[src/rtl/mcu3w_pkg.sv]
// Shared constants and types of the three-wire bus slave.
// Assumes 16-bit register words and 7-bit register addresses, fixed by the protocol.
package mcu3w_pkg;
    localparam int DATA_W   = 16;
    localparam int RADDR_W  = 7;
    localparam int DEV_W    = 6;
    localparam int BYTE_W   = 8;
    localparam int TX_W     = BYTE_W + DATA_W;       // flag + address + data
    localparam int WR_REGS  = 4;

    localparam int IDX_SYS  = 0;
    localparam int IDX_SND  = 1;
    localparam int IDX_VOL  = 2;
    localparam int IDX_MUX  = 3;

    localparam logic [WR_REGS-1:0][RADDR_W-1:0] WR_ADDR =
        {7'h40, 7'h11, 7'h10, 7'h00};
    localparam logic [WR_REGS-1:0][DATA_W-1:0] WR_DEFAULT =
        {16'h0001, 16'h0000, 16'h0001, 16'h0001};

    localparam logic [RADDR_W-1:0] RESTORE_ADDR = 7'h7F;
    localparam logic [RADDR_W-1:0] STAT_A_ADDR  = 7'h18;
    localparam logic [RADDR_W-1:0] STAT_B_ADDR  = 7'h38;

    typedef enum logic [2:0] {
        LS_IDLE,
        LS_REG,
        LS_HI,
        LS_LO,
        LS_TX,
        LS_DONE
    } link_state_t;

    // Select byte in time order (bit 7 of the result is first on the wire).
    function automatic logic [BYTE_W-1:0] select_pattern(input logic [DEV_W-1:0] dev,
                                                         input logic rd);
        return {rd, 1'b1, dev[0], dev[1], dev[2], dev[3], dev[4], dev[5]};
    endfunction
endpackage

[src/rtl/mcu3w_sync.sv]
// Two-flop synchroniser for W asynchronous lines, with edge pulses for the
// lowest E lines. Assumes each line stays stable for several system cycles.
module mcu3w_sync #(
    parameter int W = 3,
    parameter int E = 2,
    parameter logic [W-1:0] INIT = '0
) (
    input  logic         clk,
    input  logic         rst_n,
    input  logic [W-1:0] async_i,
    output logic [W-1:0] lvl_o,
    output logic [E-1:0] rise_o,
    output logic [E-1:0] fall_o
);
    logic [W-1:0] meta_q;
    logic [W-1:0] sync_q;
    logic [E-1:0] prev_q;

    // Two-stage capture of the asynchronous lines.
    always_ff @(posedge clk) begin
        if (!rst_n) begin
            meta_q <= INIT;
            sync_q <= INIT;
        end else begin
            meta_q <= async_i;
            sync_q <= meta_q;
        end
    end

    assign lvl_o = sync_q;

    for (genvar g = 0; g < E; g++) begin : g_edge
        // Delayed copy used to detect a change of the synchronised level.
        always_ff @(posedge clk) begin
            if (!rst_n) prev_q[g] <= INIT[g];
            else        prev_q[g] <= sync_q[g];
        end
        assign rise_o[g] =  sync_q[g] & ~prev_q[g];
        assign fall_o[g] = ~sync_q[g] &  prev_q[g];
    end
endmodule

[src/rtl/mcu3w_link.sv]
// Framing engine: collects select bursts and data bytes, decodes writes and
// prepare reads, and shifts out the 24-bit read reply. Assumes synchronised
// inputs with single-cycle edge pulses; mode-line edges take priority.
module mcu3w_link
    import mcu3w_pkg::*;
#(
    parameter logic [DEV_W-1:0] DEV_ADDR = 6'b000110
) (
    input  logic               clk,
    input  logic               rst_n,
    input  logic               sclk_rise,
    input  logic               sclk_fall,
    input  logic               mode_lvl,
    input  logic               mode_rise,
    input  logic               mode_fall,
    input  logic               din,
    input  logic [TX_W-1:0]    rd_word,
    output logic               wr_stb,
    output logic [RADDR_W-1:0] wr_addr,
    output logic [DATA_W-1:0]  wr_data,
    output logic               prep_stb,
    output logic [RADDR_W-1:0] prep_addr,
    output logic               dout,
    output logic               oe
);
    localparam logic [BYTE_W-1:0] PAT_WR = select_pattern(DEV_ADDR, 1'b0);
    localparam logic [BYTE_W-1:0] PAT_RD = select_pattern(DEV_ADDR, 1'b1);
    localparam int CNT_W = $clog2(BYTE_W + 2);
    localparam logic [CNT_W-1:0] CNT_FULL = CNT_W'(BYTE_W);
    localparam logic [CNT_W-1:0] CNT_OVER = CNT_W'(BYTE_W + 1);
    localparam logic [CNT_W-1:0] CNT_LAST = CNT_W'(BYTE_W - 1);
    localparam int TXC_W = $clog2(TX_W + 1);
    localparam logic [TXC_W-1:0] TXC_LAST = TXC_W'(TX_W - 1);

    link_state_t         state_q;
    logic [BYTE_W-1:0]   sh_q;
    logic [BYTE_W-1:0]   sh_next;
    logic [CNT_W-1:0]    bitcnt_q;
    logic [RADDR_W-1:0]  reg_q;
    logic [BYTE_W-1:0]   hi_q;
    logic [TX_W-1:0]     tx_q;
    logic [TXC_W-1:0]    txcnt_q;
    logic                sel_wr;
    logic                sel_rd;
    logic                tx_start;

    // Incoming bit appended behind the earlier bits of the byte.
    always_comb sh_next = {sh_q[BYTE_W-2:0], din};

    // Decode of a completed select burst at the end of mode-low.
    always_comb begin
        sel_wr   = (bitcnt_q == CNT_FULL) && (sh_q == PAT_WR);
        sel_rd   = (bitcnt_q == CNT_FULL) && (sh_q == PAT_RD);
        tx_start = mode_rise && sel_rd;
    end

    // Protocol state, bit and byte collection, reply shifting.
    always_ff @(posedge clk) begin
        if (!rst_n) begin
            state_q   <= LS_IDLE;
            sh_q      <= '0;
            bitcnt_q  <= '0;
            reg_q     <= '0;
            hi_q      <= '0;
            tx_q      <= '0;
            txcnt_q   <= '0;
            oe        <= 1'b0;
            wr_stb    <= 1'b0;
            wr_addr   <= '0;
            wr_data   <= '0;
            prep_stb  <= 1'b0;
            prep_addr <= '0;
        end else begin
            wr_stb   <= 1'b0;
            prep_stb <= 1'b0;
            if (mode_fall) begin
                bitcnt_q <= '0;
                state_q  <= LS_IDLE;
                oe       <= 1'b0;
            end else if (mode_rise) begin
                bitcnt_q <= '0;
                if (sel_wr) begin
                    state_q <= LS_REG;
                end else if (sel_rd) begin
                    state_q <= LS_TX;
                    tx_q    <= rd_word;
                    txcnt_q <= '0;
                    oe      <= 1'b1;
                end else begin
                    state_q <= LS_IDLE;
                end
            end else if (sclk_rise) begin
                sh_q <= sh_next;
                if (!mode_lvl) begin
                    if (bitcnt_q != CNT_OVER) bitcnt_q <= bitcnt_q + 1'b1;
                end else if (state_q == LS_TX) begin
                    txcnt_q <= txcnt_q + 1'b1;
                    if (txcnt_q == TXC_LAST) begin
                        oe      <= 1'b0;
                        state_q <= LS_DONE;
                    end
                end else if (bitcnt_q == CNT_LAST) begin
                    bitcnt_q <= '0;
                    case (state_q)
                        LS_REG: begin
                            if (!sh_next[BYTE_W-1]) begin
                                reg_q   <= sh_next[RADDR_W-1:0];
                                state_q <= LS_HI;
                            end else begin
                                prep_addr <= sh_next[RADDR_W-1:0];
                                prep_stb  <= 1'b1;
                                state_q   <= LS_DONE;
                            end
                        end
                        LS_HI: begin
                            hi_q    <= sh_next;
                            state_q <= LS_LO;
                        end
                        LS_LO: begin
                            wr_addr <= reg_q;
                            wr_data <= {hi_q, sh_next};
                            wr_stb  <= 1'b1;
                            state_q <= LS_DONE;
                        end
                        default: state_q <= state_q;
                    endcase
                end else begin
                    bitcnt_q <= bitcnt_q + 1'b1;
                end
            end else if (sclk_fall && state_q == LS_TX && txcnt_q != '0) begin
                tx_q <= {tx_q[TX_W-2:0], 1'b0};
            end
        end
    end

    assign dout = tx_q[TX_W-1];

    // the pad is released once the host returns to device-select mode.
    p_oe_release_r9: assert property (@(posedge clk) disable iff (!rst_n)
        mode_fall |=> !oe);

    // the driven bit only moves on a bus-clock falling edge or a reload.
    p_dout_hold_r10: assert property (@(posedge clk) disable iff (!rst_n)
        (oe && !sclk_fall && !mode_rise) |=> $stable(dout));

    // at most one transaction event is produced per system cycle.
    p_single_event_r11: assert property (@(posedge clk) disable iff (!rst_n)
        $onehot0({wr_stb, prep_stb, tx_start}));
endmodule

[src/rtl/mcu3w_regs.sv]
// Control word storage, restore-to-default, read pointer and reply assembly.
// Assumes single-cycle write and prepare strobes from the framing engine.
module mcu3w_regs
    import mcu3w_pkg::*;
(
    input  logic               clk,
    input  logic               rst_n,
    input  logic               wr_stb,
    input  logic [RADDR_W-1:0] wr_addr,
    input  logic [DATA_W-1:0]  wr_data,
    input  logic               prep_stb,
    input  logic [RADDR_W-1:0] prep_addr,
    input  logic [DATA_W-1:0]  stat_a,
    input  logic [DATA_W-1:0]  stat_b,
    output logic [DATA_W-1:0]  cfg_sys,
    output logic [DATA_W-1:0]  cfg_snd,
    output logic [DATA_W-1:0]  cfg_vol,
    output logic [DATA_W-1:0]  cfg_mux,
    output logic [TX_W-1:0]    rd_word
);
    logic [DATA_W-1:0]  cfg_q [WR_REGS];
    logic [WR_REGS-1:0] hit;
    logic               restore;
    logic [RADDR_W-1:0] ptr_q;
    logic               ptr_ok_q;
    logic [DATA_W-1:0]  rd_data;

    assign restore = wr_stb && (wr_addr == RESTORE_ADDR);

    for (genvar g = 0; g < WR_REGS; g++) begin : g_cfg
        assign hit[g] = (wr_addr == WR_ADDR[g]);
        // One control word: default on reset or restore, new value on a hit.
        always_ff @(posedge clk) begin
            if (!rst_n || restore) cfg_q[g] <= WR_DEFAULT[g];
            else if (wr_stb && hit[g]) cfg_q[g] <= wr_data;
        end
    end

    assign cfg_sys = cfg_q[IDX_SYS];
    assign cfg_snd = cfg_q[IDX_SND];
    assign cfg_vol = cfg_q[IDX_VOL];
    assign cfg_mux = cfg_q[IDX_MUX];

    // Read pointer and its validity, set by each prepare read.
    always_ff @(posedge clk) begin
        if (!rst_n) begin
            ptr_q    <= '0;
            ptr_ok_q <= 1'b0;
        end else if (prep_stb) begin
            ptr_q    <= prep_addr;
            ptr_ok_q <= (prep_addr == STAT_A_ADDR) || (prep_addr == STAT_B_ADDR);
        end
    end

    // Status word selection for the reply.
    always_comb begin
        rd_data = '0;
        if (ptr_ok_q && ptr_q == STAT_A_ADDR) rd_data = stat_a;
        if (ptr_ok_q && ptr_q == STAT_B_ADDR) rd_data = stat_b;
    end

    assign rd_word = {~ptr_ok_q, ptr_q, rd_data};

    // a write to an address outside the map leaves every word unchanged.
    p_unmapped_keep_r5: assert property (@(posedge clk) disable iff (!rst_n)
        (wr_stb && hit == '0 && !restore) |=>
        ($stable(cfg_sys) && $stable(cfg_snd) && $stable(cfg_vol) && $stable(cfg_mux)));

    // a restore write brings every word back to its default.
    p_restore_defaults_r6: assert property (@(posedge clk) disable iff (!rst_n)
        restore |=> (cfg_sys == WR_DEFAULT[IDX_SYS] && cfg_snd == WR_DEFAULT[IDX_SND] &&
                     cfg_vol == WR_DEFAULT[IDX_VOL] && cfg_mux == WR_DEFAULT[IDX_MUX]));

    // an invalid pointer always carries zero data in the reply.
    p_invalid_zero_r8: assert property (@(posedge clk) disable iff (!rst_n)
        rd_word[TX_W-1] |-> (rd_word[DATA_W-1:0] == '0));
endmodule

[src/rtl/mcu3w_slave.sv]
// Top of the three-wire bus slave: synchronises the bus lines, runs the
// framing engine and holds the register file. Assumes the bus clock half
// period spans many system clock cycles.
module mcu3w_slave
    import mcu3w_pkg::*;
#(
    parameter logic [DEV_W-1:0] DEV_ADDR = 6'b000110
) (
    input  logic              clk,
    input  logic              rst_n,
    input  logic              bus_clk_i,
    input  logic              bus_mode_i,
    input  logic              bus_data_i,
    output logic              bus_data_o,
    output logic              bus_data_oe,
    input  logic [DATA_W-1:0] stat_interp_i,
    input  logic [DATA_W-1:0] stat_link_i,
    output logic [DATA_W-1:0] cfg_system_o,
    output logic [DATA_W-1:0] cfg_sound_o,
    output logic [DATA_W-1:0] cfg_volume_o,
    output logic [DATA_W-1:0] cfg_mux_o
);
    logic [2:0]         s_lvl;
    logic [1:0]         s_rise;
    logic [1:0]         s_fall;
    logic               unused_sclk_lvl;
    logic               wr_stb;
    logic [RADDR_W-1:0] wr_addr;
    logic [DATA_W-1:0]  wr_data;
    logic               prep_stb;
    logic [RADDR_W-1:0] prep_addr;
    logic [TX_W-1:0]    rd_word;

    assign unused_sclk_lvl = s_lvl[0];

    mcu3w_sync #(.W(3), .E(2), .INIT(3'b011)) sync_i (
        .clk     (clk),
        .rst_n   (rst_n),
        .async_i ({bus_data_i, bus_mode_i, bus_clk_i}),
        .lvl_o   (s_lvl),
        .rise_o  (s_rise),
        .fall_o  (s_fall)
    );

    mcu3w_link #(.DEV_ADDR(DEV_ADDR)) link_i (
        .clk       (clk),
        .rst_n     (rst_n),
        .sclk_rise (s_rise[0]),
        .sclk_fall (s_fall[0]),
        .mode_lvl  (s_lvl[1]),
        .mode_rise (s_rise[1]),
        .mode_fall (s_fall[1]),
        .din       (s_lvl[2]),
        .rd_word   (rd_word),
        .wr_stb    (wr_stb),
        .wr_addr   (wr_addr),
        .wr_data   (wr_data),
        .prep_stb  (prep_stb),
        .prep_addr (prep_addr),
        .dout      (bus_data_o),
        .oe        (bus_data_oe)
    );

    mcu3w_regs regs_i (
        .clk       (clk),
        .rst_n     (rst_n),
        .wr_stb    (wr_stb),
        .wr_addr   (wr_addr),
        .wr_data   (wr_data),
        .prep_stb  (prep_stb),
        .prep_addr (prep_addr),
        .stat_a    (stat_interp_i),
        .stat_b    (stat_link_i),
        .cfg_sys   (cfg_system_o),
        .cfg_snd   (cfg_sound_o),
        .cfg_vol   (cfg_volume_o),
        .cfg_mux   (cfg_mux_o),
        .rd_word   (rd_word)
    );
endmodule

[config.mk]
export PLATFORM = sky130hd
export DESIGN_NAME = mcu3w_slave
export DESIGN_NICKNAME = d
export VERILOG_FILES = /design/src/rtl/mcu3w_pkg.sv /design/src/rtl/mcu3w_sync.sv /design/src/rtl/mcu3w_link.sv /design/src/rtl/mcu3w_regs.sv /design/src/rtl/mcu3w_slave.sv
export SDC_FILE = /design/constraint.sdc
export NUM_CORES = 1
export LEC_CHECK = 0
export BUFFER_PORTS_ARGS = -buffer_cell sky130_fd_sc_hd__buf_2
export CELL_PAD_IN_SITES_DETAIL_PLACEMENT = 1
export CELL_PAD_IN_SITES_GLOBAL_PLACEMENT = 2
export CORE_ASPECT_RATIO = 0.5
export CORE_UTILIZATION = 41
export DETAILED_ROUTE_END_ITERATION = 10
export HOLD_SLACK_MARGIN = 0.12
export PLACE_DENSITY_LB_ADDON = 0.1
export SLEW_MARGIN = 20
export SYNTH_ARGS = -nofsm -noshare
export SYNTH_HDL_FRONTEND = slang
export SYNTH_SLANG_ARGS = --single-unit
[constraint.sdc]
create_clock -name clk -period 4.7 [get_ports clk]
set_input_delay 0.47 -clock clk [delete_from_list [all_inputs] [get_ports clk]]
set_output_delay 0.47 -clock clk [all_outputs]
set_load 0.02 [all_outputs]
### Word-level counts from Yosys, hierarchy flattened

Memories as Yosys holds them, arrays and structs flattened.
Index checks and enable logic that the tools add are counted.

* $add $sub $neg: 2
* eq/ne operators: 23
* mux-type cells: 54
* bitwise gates (word level): 21
* reduce and logical (&&, ||, !) cells: 38

Operators with widths (count)
* 24-bit two-way mux: 5
* 16-bit two-way mux: 6
* 5-bit two-way mux: 6
* 7-bit by 5-bit == test with 1-bit output, second input constant: 4
* 3-bit two-way mux: 9
* 1-bit two-way mux: 23
* 4-bit two-way mux: 4
* 8-bit AND reduction: 2
* 7-bit by 6-bit == test with 1-bit output, second input constant: 2
* 7-bit == test, second input constant: 2
* 7-bit AND reduction: 2
* 1-bit NOT: 13
* 6-bit AND reduction: 2
* 2-bit nonzero test: 6
* 1-bit logical AND: 11
* 5-bit AND reduction: 2
* 5-bit nonzero test: 2
* 3-bit case mux with 3 select lines: 1
* 8-bit by 7-bit == test with 1-bit output, second input constant: 1
* 8-bit == test, second input constant: 1
* 2-bit inequality test, second input constant: 4
* 8-bit OR reduction: 1
* 7-bit zero test: 1
* 7-bit OR reduction: 1
* other kinds (18): 27

* register bits: 108
* RAM bits: 64
* input port bits: 37
* output and inout bits: 66
* logic and storage cells: 158
* memories kept: 1

Memory list
* regs_i.cfg_q: depth 4, bits a word 16, rd ports 4, clocked after memory_dff 0, write ports 4, RTL line mcu3w_regs.sv:21 `logic [DATA_W-1:0] cfg_q [WR_REGS];`

### Depth between registers and ports, before layout

Gate-level depths: netlist of run 1.

* word-level depth: 7
* mapped depth: 9
* depth with buffers taken out: 6

### Cells and area by module

A second synthesis of run 1 with hierarchy kept.

* cell total of the unflattened synthesis: 699
* area, all modules: 7439.6 µm²

Modules (own cells, without submodules)
* mcu3w_link: times used 1, cells each 455, area each 4106.4 µm², sequential area each 1841.8 µm²
* mcu3w_regs: times used 1, cells each 224, area each 3098.0 µm², sequential area each 2082.0 µm²
* mcu3w_sync: times used 1, cells each 20, area each 235.2 µm², sequential area each 160.2 µm²

### Worst setup path before layout of run 1

OpenSTA, ideal clock, no wires.

* path kind: register -> register
* start point: register link_i.wr_addr[4]
* end point: memory regs_i.cfg_q[2][0] (enable)
* library setup time: 0.411 ns
* data arrival time: 1.978 ns
* data required time: 4.289 ns
* setup slack: 2.311 ns
* stages on the path, launching flop included: 4
* path buffers: 0
* clock period less this slack: 2.389 ns
* cell sequence: dfxtp_1 nor4bb_1 nand3b_1 o21ai_0

RTL lines
* from (decl): RTL line mcu3w_link.sv:19 `output logic [RADDR_W-1:0] wr_addr,`
* from (signal assigned): RTL line mcu3w_link.sv:120 `wr_addr <= reg_q;`
* to (decl): RTL line mcu3w_regs.sv:21

### Final worst setup path of run 1

* start point: register sync_i.prev_q[1]
* end point: register link_i.txcnt_q[4]

* cells in the longest elaborated chain, start to end: 4
* elaborated cells on any way between the ends: 11
* those cells by class: 2 x eq/ne; 1 x mux; 4 x bitwise; 4 x reduce/logical

RTL lines
* from (decl): RTL line mcu3w_sync.sv:17 `logic [E-1:0] prev_q;`
* from (signal, indexed assignment): RTL line mcu3w_sync.sv:35 `if (!rst_n) prev_q[g] <= INIT[g];`
* from (signal, indexed assignment): RTL line mcu3w_sync.sv:36 `else prev_q[g] <= sync_q[g];`
* 1-bit NOT (*): RTL line mcu3w_sync.sv:38 `assign rise_o[g] = sync_q[g] & ~prev_q[g];`
* 1-bit bitwise AND (*): RTL line mcu3w_sync.sv:38
* net link_i.mode_rise: RTL line mcu3w_link.sv:14 `input logic mode_rise,`
* 2-bit inequality test (no line) / 2-bit nonzero test (equally long branches)
* 6-bit AND reduction (no line)
* to (signal assigned): RTL line mcu3w_link.sv:97 `txcnt_q <= txcnt_q + 1'b1;`
* to (decl): RTL line mcu3w_link.sv:42 `logic [TXC_W-1:0] txcnt_q;`

The timed path passes the listed nets; every way through them passes the cells marked *.
A chain may end at the register's enable or synchronous reset.

==> key figures, run 1 <==
Status
  • Outcome: finished with violations
  • Failing checks: design-rule violations

Synth
  • Synth Area per Inst: 11.6 µm²
  • Post-synth EDFFs: 64
  • Syn Nets: 687
  • Distinct cells, synth: 56
  • Cell area after synthesis: 7480 µm²
  • Cells after synthesis: 643
  • Top_reg_cell synth: dfxtp_1
  • Sequential cell area fraction in the yosys report: 0.546
  • Count leader, synth: dfxtp_1
  • Async SR Flop Fraction: 0
  • Synthesized flop and latch total: 172
  • Ranking of synthesized cells by area: dfxtp_1 (29%), edfxtp_1 (26%), mux2i_1 (8.7%)
  • Yosys warns: 0
  • Most frequent cells after synthesis: dfxtp_1 (108), and2_1 (66), mux2i_1 (65)
  • Synth area leader: dfxtp_1
  • Synth top area share: 0.289

STA
  • Slew Limit Fails: 0
  • Fin crit share: 0.528
  • Tmin final: 2.48 ns
  • Setup TNS: 0 ns
  • Worst setup margin: approximately 2.2 ns
  • Finish-stage setup viols: 0
  • Final Hold Viols: 0
  • RSZ-0062 raised after global routing: false
  • Slew Limit Headroom: 0.368
  • Worst slew pin tran: 0.944 ns
  • FMAX: 403 MHz
  • Fin Clk Skew: 0.0138 ns

Placed design
  • GPL Wtd Cong: between 0.7 and 0.8
  • DP Wirelength: approximately 12 mm
  • Number of buffers added on ports: roughly 100
  • DP Worst Slack: 2.02 ns

Clock tree
  • Root Buffer: clkbuf_16
  • CTS clk-pin slew, worst paths: 0.08 ns
  • CTS sink count: 172
  • Clock latency on the worst-skew pair: 0.42 ns
  • Hold Buf Count CTS: 0
  • H-tree levels: 4
  • Clock Tree Buf Depth: 2
  • CTS Buf Count: 17
  • CTS tree: yes
  • Resized cells post-CTS: 0
  • Post-CTS Setup Bufs: 0

Setup path
  • Required time worst endpoint: 5.04 ns
  • Worst setup EP type: register
  • Slowest stage delay, CP: 0.64 ns
  • Crit path DAT: 2.82 ns
  • Top delay family on crit path: simple AND/OR/NAND/NOR gates
  • Crit path cell chain: inv_1 -> ha_1 -> buf_4 -> inv_1 -> nand3_1 -> or4b_2 -> a21boi_0
  • CP Launch Type: register
  • Slowest CP cell: or4b_2
  • CP dominant cell by count: inv_1
  • Worst setup path class: reg -> reg
  • CP bufs+invs: 3
  • Crit-path max FO: 30

Drt
  • Wire per inst: 17.5 µm
  • # DRC: 26
  • DR vias/cell: 5.25
  • First DRT Iteration DRCs: 235
  • Vias: 5114
  • Pre-antenna DRT Iters: 7
  • Post-Route WL: approximately 17 mm
  • DRT antenna net count: 0

Die
  • Die width: 193 µm
  • Area of the core: 17600 µm²
  • Die height: 97.5 µm
  • Initial Util: 0.425
  • IO Count: around 100
  • # rows: 34
  • Die area: 18800 µm²

Min path
  • Hold Crit Class: in -> reg

Finish
  • Antenna fix cells: 0
  • Area growth, synth to finish: 17.0%
  • Layout cells sized above 1: 0.258
  • Number of fill cells: roughly 1900
  • Nets: just under 800

Power and ir drop
  • Power density over the cells: 359 nW/µm²
  • Lkg Pwr: between 3 and 4 nW
  • Final Power: around 3.1 mW
  • Maximum vdd drop: 264 µV

Global route
  • Grt ovf: 0
  • Initial antenna violation count: 0
  • First-pass GRT wire length: 28.0 mm
  • Largest net degree at the start of global routing: 75
  • Vias in the first global route: 5133
  • GRT Total Usage: 0.190

Flow run
  • Maxcap violations: 0
[cell usage in the layout (no fill, tap or decap), types with 5 or more instances in the layout]
cell type / count
ha_1: 7
inv_1: 10
a2bb2oi_1: 22
dfxtp_1: 108
nor4_1: 6
a21oi_1: 5
clkbuf_16: 17
buf_2: 102
o221a_2: 21
nand3_1: 22
inv_8: 6
nand4_1: 7
mux2_2: 16
buf_4: 9
mux2i_1: 65
nand2_1: 10
nand3b_1: 7
nor2_1: 26
edfxtp_1: 64
nor2b_1: 63
nand2b_1: 10
and2_1: 66
[logic make-up (layout without fill, tap and decap cells)]
kind of cell	count (synthesis)	in the layout	share of synthesized area
mux	81	81	0.111
xor+xnor	3	3	0.00351
flops	172	172	0.546
fa+ha+maj	7	7	0.0117
compound gates	73	73	0.0866
buf+inv	55	153	0.0329
simple gates	252	252	0.208
[flip-flops by register name, indices dropped and copies added, names as in the netlist, 4 cells and up]
signal,flops
regs_i.cfg_q,64
link_i.tx_q,24
link_i.wr_data,16
link_i.hi_q,8
link_i.sh_q,8
link_i.prep_addr,7
link_i.reg_q,7
link_i.wr_addr,7
regs_i.ptr_q,7
link_i.txcnt_q,5
link_i.bitcnt_q,4
[layout make-up]
| type | count | area (µm²) | area share |
|---|---|---|---|
| Clock buffer | 17 | 425 | 0.0486 |
| Clock inverter | 15 | 164 | 0.0187 |
| Inverter | 10 | 37.5 | 0.00429 |
| Multi-Input combinational cell | 416 | 3170 | 0.362 |
| Sequential cell | 172 | 4080 | 0.466 |
| Tap cell | 234 | 293 | 0.0334 |
| Timing Repair Buffer | 111 | 578 | 0.0660 |
[routing by layer]
layer  track usage  part of all wire
met5             0                 0
met1         0.279              0.52
met4        0.0427            0.0050
met2         0.286              0.43
met3        0.0368             0.040
[report_power, final]
| group | switching (mW) | total [mW] | internal [mW] |
|---|---|---|---|
| sequential | 0.0187 | 1.59 | 1.57 |
| combinational | 0.0899 | 0.155 | 0.0650 |
| clock | 0.677 | 1.40 | 0.720 |
| total | 0.786 | 3.14 | 2.36 |
[final timing paths]
check                                    from                        endpoint  slack (ns)  cells after the start
setup / recovery  sync_i.prev_q[1]$_SDFF_PN1_  link_i.txcnt_q[4]$_SDFFE_PN0P_        2.22                      7
hold / removal                     bus_mode_i     sync_i.meta_q[1]$_SDFF_PN1_        0.23                      2
setup reg to reg  sync_i.prev_q[1]$_SDFF_PN1_  link_i.txcnt_q[4]$_SDFFE_PN0P_        2.22                      7
hold reg to reg   sync_i.meta_q[0]$_SDFF_PN1_      sync_i.lvl_o[0]$_SDFF_PN1_        0.42                      1
[worst register-to-register path, cell delays in order (launching register included)]
cell and delay (ns):
dfxtp_1 0.33, inv_1 0.05, ha_1 0.29, buf_4 0.29, inv_1 0.39, nand3_1 0.25
or4b_2 0.64, a21boi_0 0.17
[per-stage QoR]
stage                     instances  area [µm²]  hold WS, ns   util
final                           975        8750        0.231  0.497
after global routing            975        8750        0.242  0.497
after CTS                       975        8750        0.220  0.497
after detailed placement        943        8160        0.416  0.463
after global placement          943        8160        0.404  0.463
after floorplan                 643        7480        0.386      -
Note: power is estimated with default switching activity, not from simulation.
==> run 2: changes to the inputs <==
CORE_UTILIZATION = 34   (was 41)
clock period = 2.04 ns   (was 4.7 ns; I/O delays follow)
==> key figures, run 2 (synthesis results as in run 1) <==
Setup path
  • Reg2reg path depth: 7 (unchanged)
  • Top delay family on crit path: compound AO/OA/AOI/OAI gates (was simple AND/OR/NAND/NOR gates)
  • Slowest stage delay, CP: 0.38 ns (was 0.64 ns)
  • Required time worst endpoint: 2.42 ns (was 5.04 ns)
  • CP bufs+invs: 2 (was 3)
  • Worst setup EP type: register (unchanged)
  • Worst setup path class: reg -> reg (unchanged)
  • Instance count on the critical path: 7 (unchanged)
  • Crit path DAT: 2.29 ns (was 2.82 ns)
  • Slowest CP cell: dfxtp_1 (was or4b_2)
  • Crit-path max FO: 24 (was 30)
  • Crit path cell chain: inv_1 -> ha_1 -> nor4b_1 -> buf_4 -> nor4b_4 -> o22a_4 -> o221a_1 (was inv_1 -> ha_1 -> buf_4 -> inv_1 -> nand3_1 -> or4b_2 -> a21boi_0)
  • CP Launch Type: register (unchanged)

Global route
  • First-pass GRT wire length: 31.1 mm (was 28.0 mm)
  • GRT Total Usage: 0.178 (was 0.190)
  • Vias in the first global route: 5510 (was 5133)
  • Largest net degree at the start of global routing: 57 (was 75)
  • Grt ovf: 0 (unchanged)
  • Initial antenna violation count: 0 (unchanged)

Finish
  • Non-Filler Instances: 1071 (was 975)
  • Antenna fix cells: 0 (unchanged)
  • Finished Cell Area: 9120 µm² (was 8750 µm²)
  • Most common cell after layout, fill and taps aside: dfxtp_1 (unchanged)
  • Most frequent cells in the layout: dfxtp_1 (108), buf_2 (102), and2_1 (66) (unchanged)
  • Layout cells sized above 1: 0.293 (was 0.258)
  • Regs by FF count: regs_i.cfg_q: 64 flops, link_i.tx_q: 24 flops, link_i.wr_data: 16 flops (unchanged)
  • Final design utilization: 0.433 (was 0.497)
  • Largest register FFs: 64 (unchanged)
  • Nets: 810 (was 772)
  • Area growth, synth to finish: 21.9% (was 17.0%)
  • Most flops, register: regs_i.cfg_q (unchanged)

Status
  • Outcome: finished, final reports clean (was finished with violations)

Clock tree
  • CTS tree: yes (unchanged)
  • CTS clk-pin slew, worst paths: 0.07 ns (was 0.08 ns)
  • CTS sink count: 172 (unchanged)
  • H-tree levels: 4 (unchanged)
  • Post-CTS Setup Bufs: 0 (unchanged)
  • Root Buffer: clkbuf_16 (unchanged)
  • Clock Tree Buf Depth: 2 (unchanged)
  • CTS Buf Count: 17 (unchanged)
  • Clock latency on the worst-skew pair: 0.43 ns (was 0.42 ns)

Power and ir drop
  • Power density over the cells: 783 nW/µm² (was 359 nW/µm²)
  • Final Power: 7.14 mW (was 3.14 mW)
  • Register share of total power: 0.513 (was 0.506)
  • Clock power share: 0.433 (was 0.445)
  • Logic pwr share: 0.055 (was 0.049)
  • Lkg Pwr: 3.63 nW (was 3.45 nW)
  • Switching Fraction: 0.235 (was 0.250)
  • Switching pwr: 1.68 mW (was 786 µW)
  • Maximum vdd drop: 541 µV (was 264 µV)
  • Cell-internal power: 5.47 mW (was 2.36 mW)

Drt
  • DR vias/cell: 4.95 (was 5.25)
  • Post-Route WL: 18.9 mm (was 17.0 mm)
  • DRT antenna net count: 0 (unchanged)
  • First DRT Iteration DRCs: 276 (was 235)
  • # DRC: 0 (was 26)
  • Vias: 5302 (was 5114)
  • Pre-antenna DRT Iters: 4 (was 7)
  • Wire per inst: 17.7 µm (was 17.5 µm)

STA
  • Worst setup margin: 0.129 ns (was 2.22 ns)
  • Fin Clk Skew: 0.0103 ns (was 0.0138 ns)
  • Finish-stage setup viols: 0 (unchanged)
  • Setup TNS: 0 ns (unchanged)
  • FMAX: 523 MHz (was 403 MHz)
  • Slew Limit Fails: 0 (unchanged)
  • Slew Limit Headroom: 0.615 (was 0.368)
  • RSZ-0062 raised after global routing: true (was false)
  • Tmin final: 1.91 ns (was 2.48 ns)
  • Final Hold Viols: 0 (unchanged)
  • Hold WS: 0.139 ns (was 0.231 ns)
  • Fin crit share: 0.937 (was 0.528)
  • Worst slew pin tran: 0.576 ns (was 0.944 ns)

Die
  • Initial Util: 0.355 (was 0.425)
  • Area of the core: 21100 µm² (was 17600 µm²)
  • # rows: 37 (was 34)
  • IO Count: 103 (unchanged)
  • Die area: 22600 µm² (was 18800 µm²)
  • Die height: 107 µm (was 97.5 µm)
  • Die width: 212 µm (was 193 µm)

Placed design
  • DP Area: 8520 µm² (was 8160 µm²)
  • Number of buffers added on ports: 102 (unchanged)
  • DP Worst Slack: 0.108 ns (was 2.02 ns)
  • Placed Cells incl. Taps: 1036 (was 943)
  • GPL Wtd Cong: 0.754 (was 0.761)
  • DP Wirelength: 12.7 mm (was 11.6 mm)

Min path
  • WHS Path Cells: 3 (was 2)
  • Hold Crit Class: in -> reg (unchanged)

Flow run
  • Maxcap violations: 0 (unchanged)
## run 2: timing repair
| action | 4_1_cts | 5_1_grt |
|---|---|---|
| hold buffers | 3 | 0 |
| setup endpoints to repair | 0 | 27 |
| endpoints found under the hold margin | 3 | 0 |
| gates resized for setup | 0 | 4 |
## run 2: cell type report
type | count | area [µm²]
well taps | 292 | 365
repair buffers | 149 | 896
clock buffers | 22 | 474
clock inverters | 10 | 78.8
multi-input cells | 416 | 3180
inverters | 10 | 37.5
fillers | 2278 | 11900
flip-flops and latches | 172 | 4080
## run 2: worst register-to-register path, cell delays in order (launching register included)
cell and delay, ns:
dfxtp_1 0.38, inv_1 0.07, ha_1 0.21, nor4b_1 0.15, buf_4 0.15, nor4b_4 0.29
o22a_4 0.37, o221a_1 0.25
## run 2: path summary, 6_finish.rpt
path	start	to	slack [ns]
worst min-delay path	rst_n	link_i.bitcnt_q[1]$_SDFFE_PP0P_	0.14
worst max register to register	link_i.txcnt_q[0]$_SDFFE_PN0P_	link_i.tx_q[15]$_SDFFE_PN0P_	0.13
worst max-delay path	link_i.txcnt_q[0]$_SDFFE_PN0P_	link_i.tx_q[15]$_SDFFE_PN0P_	0.13
worst min register to register	sync_i.meta_q[0]$_SDFF_PN1_	sync_i.lvl_o[0]$_SDFF_PN1_	0.43
## run 2: per-layer routing
layer  wire, µm  global-route usage  part of all wire
met3        810              0.0436             0.043
met2       8390               0.278              0.44
met5          0                   0                 0
met4        108              0.0450            0.0057
met1       9600               0.248              0.51
## run 2: power groups by stage
stage          combinational [mW]  clock (mW)  sequential, mW
5_1_grt                     0.428        3.33            3.67
6_report                    0.391        3.09            3.66
2_1_floorplan               0.181           0            3.79
3_3_place_gp                0.386           0            3.74
4_1_cts                     0.397        3.20            3.66
3_5_place_dp                0.391           0            3.74
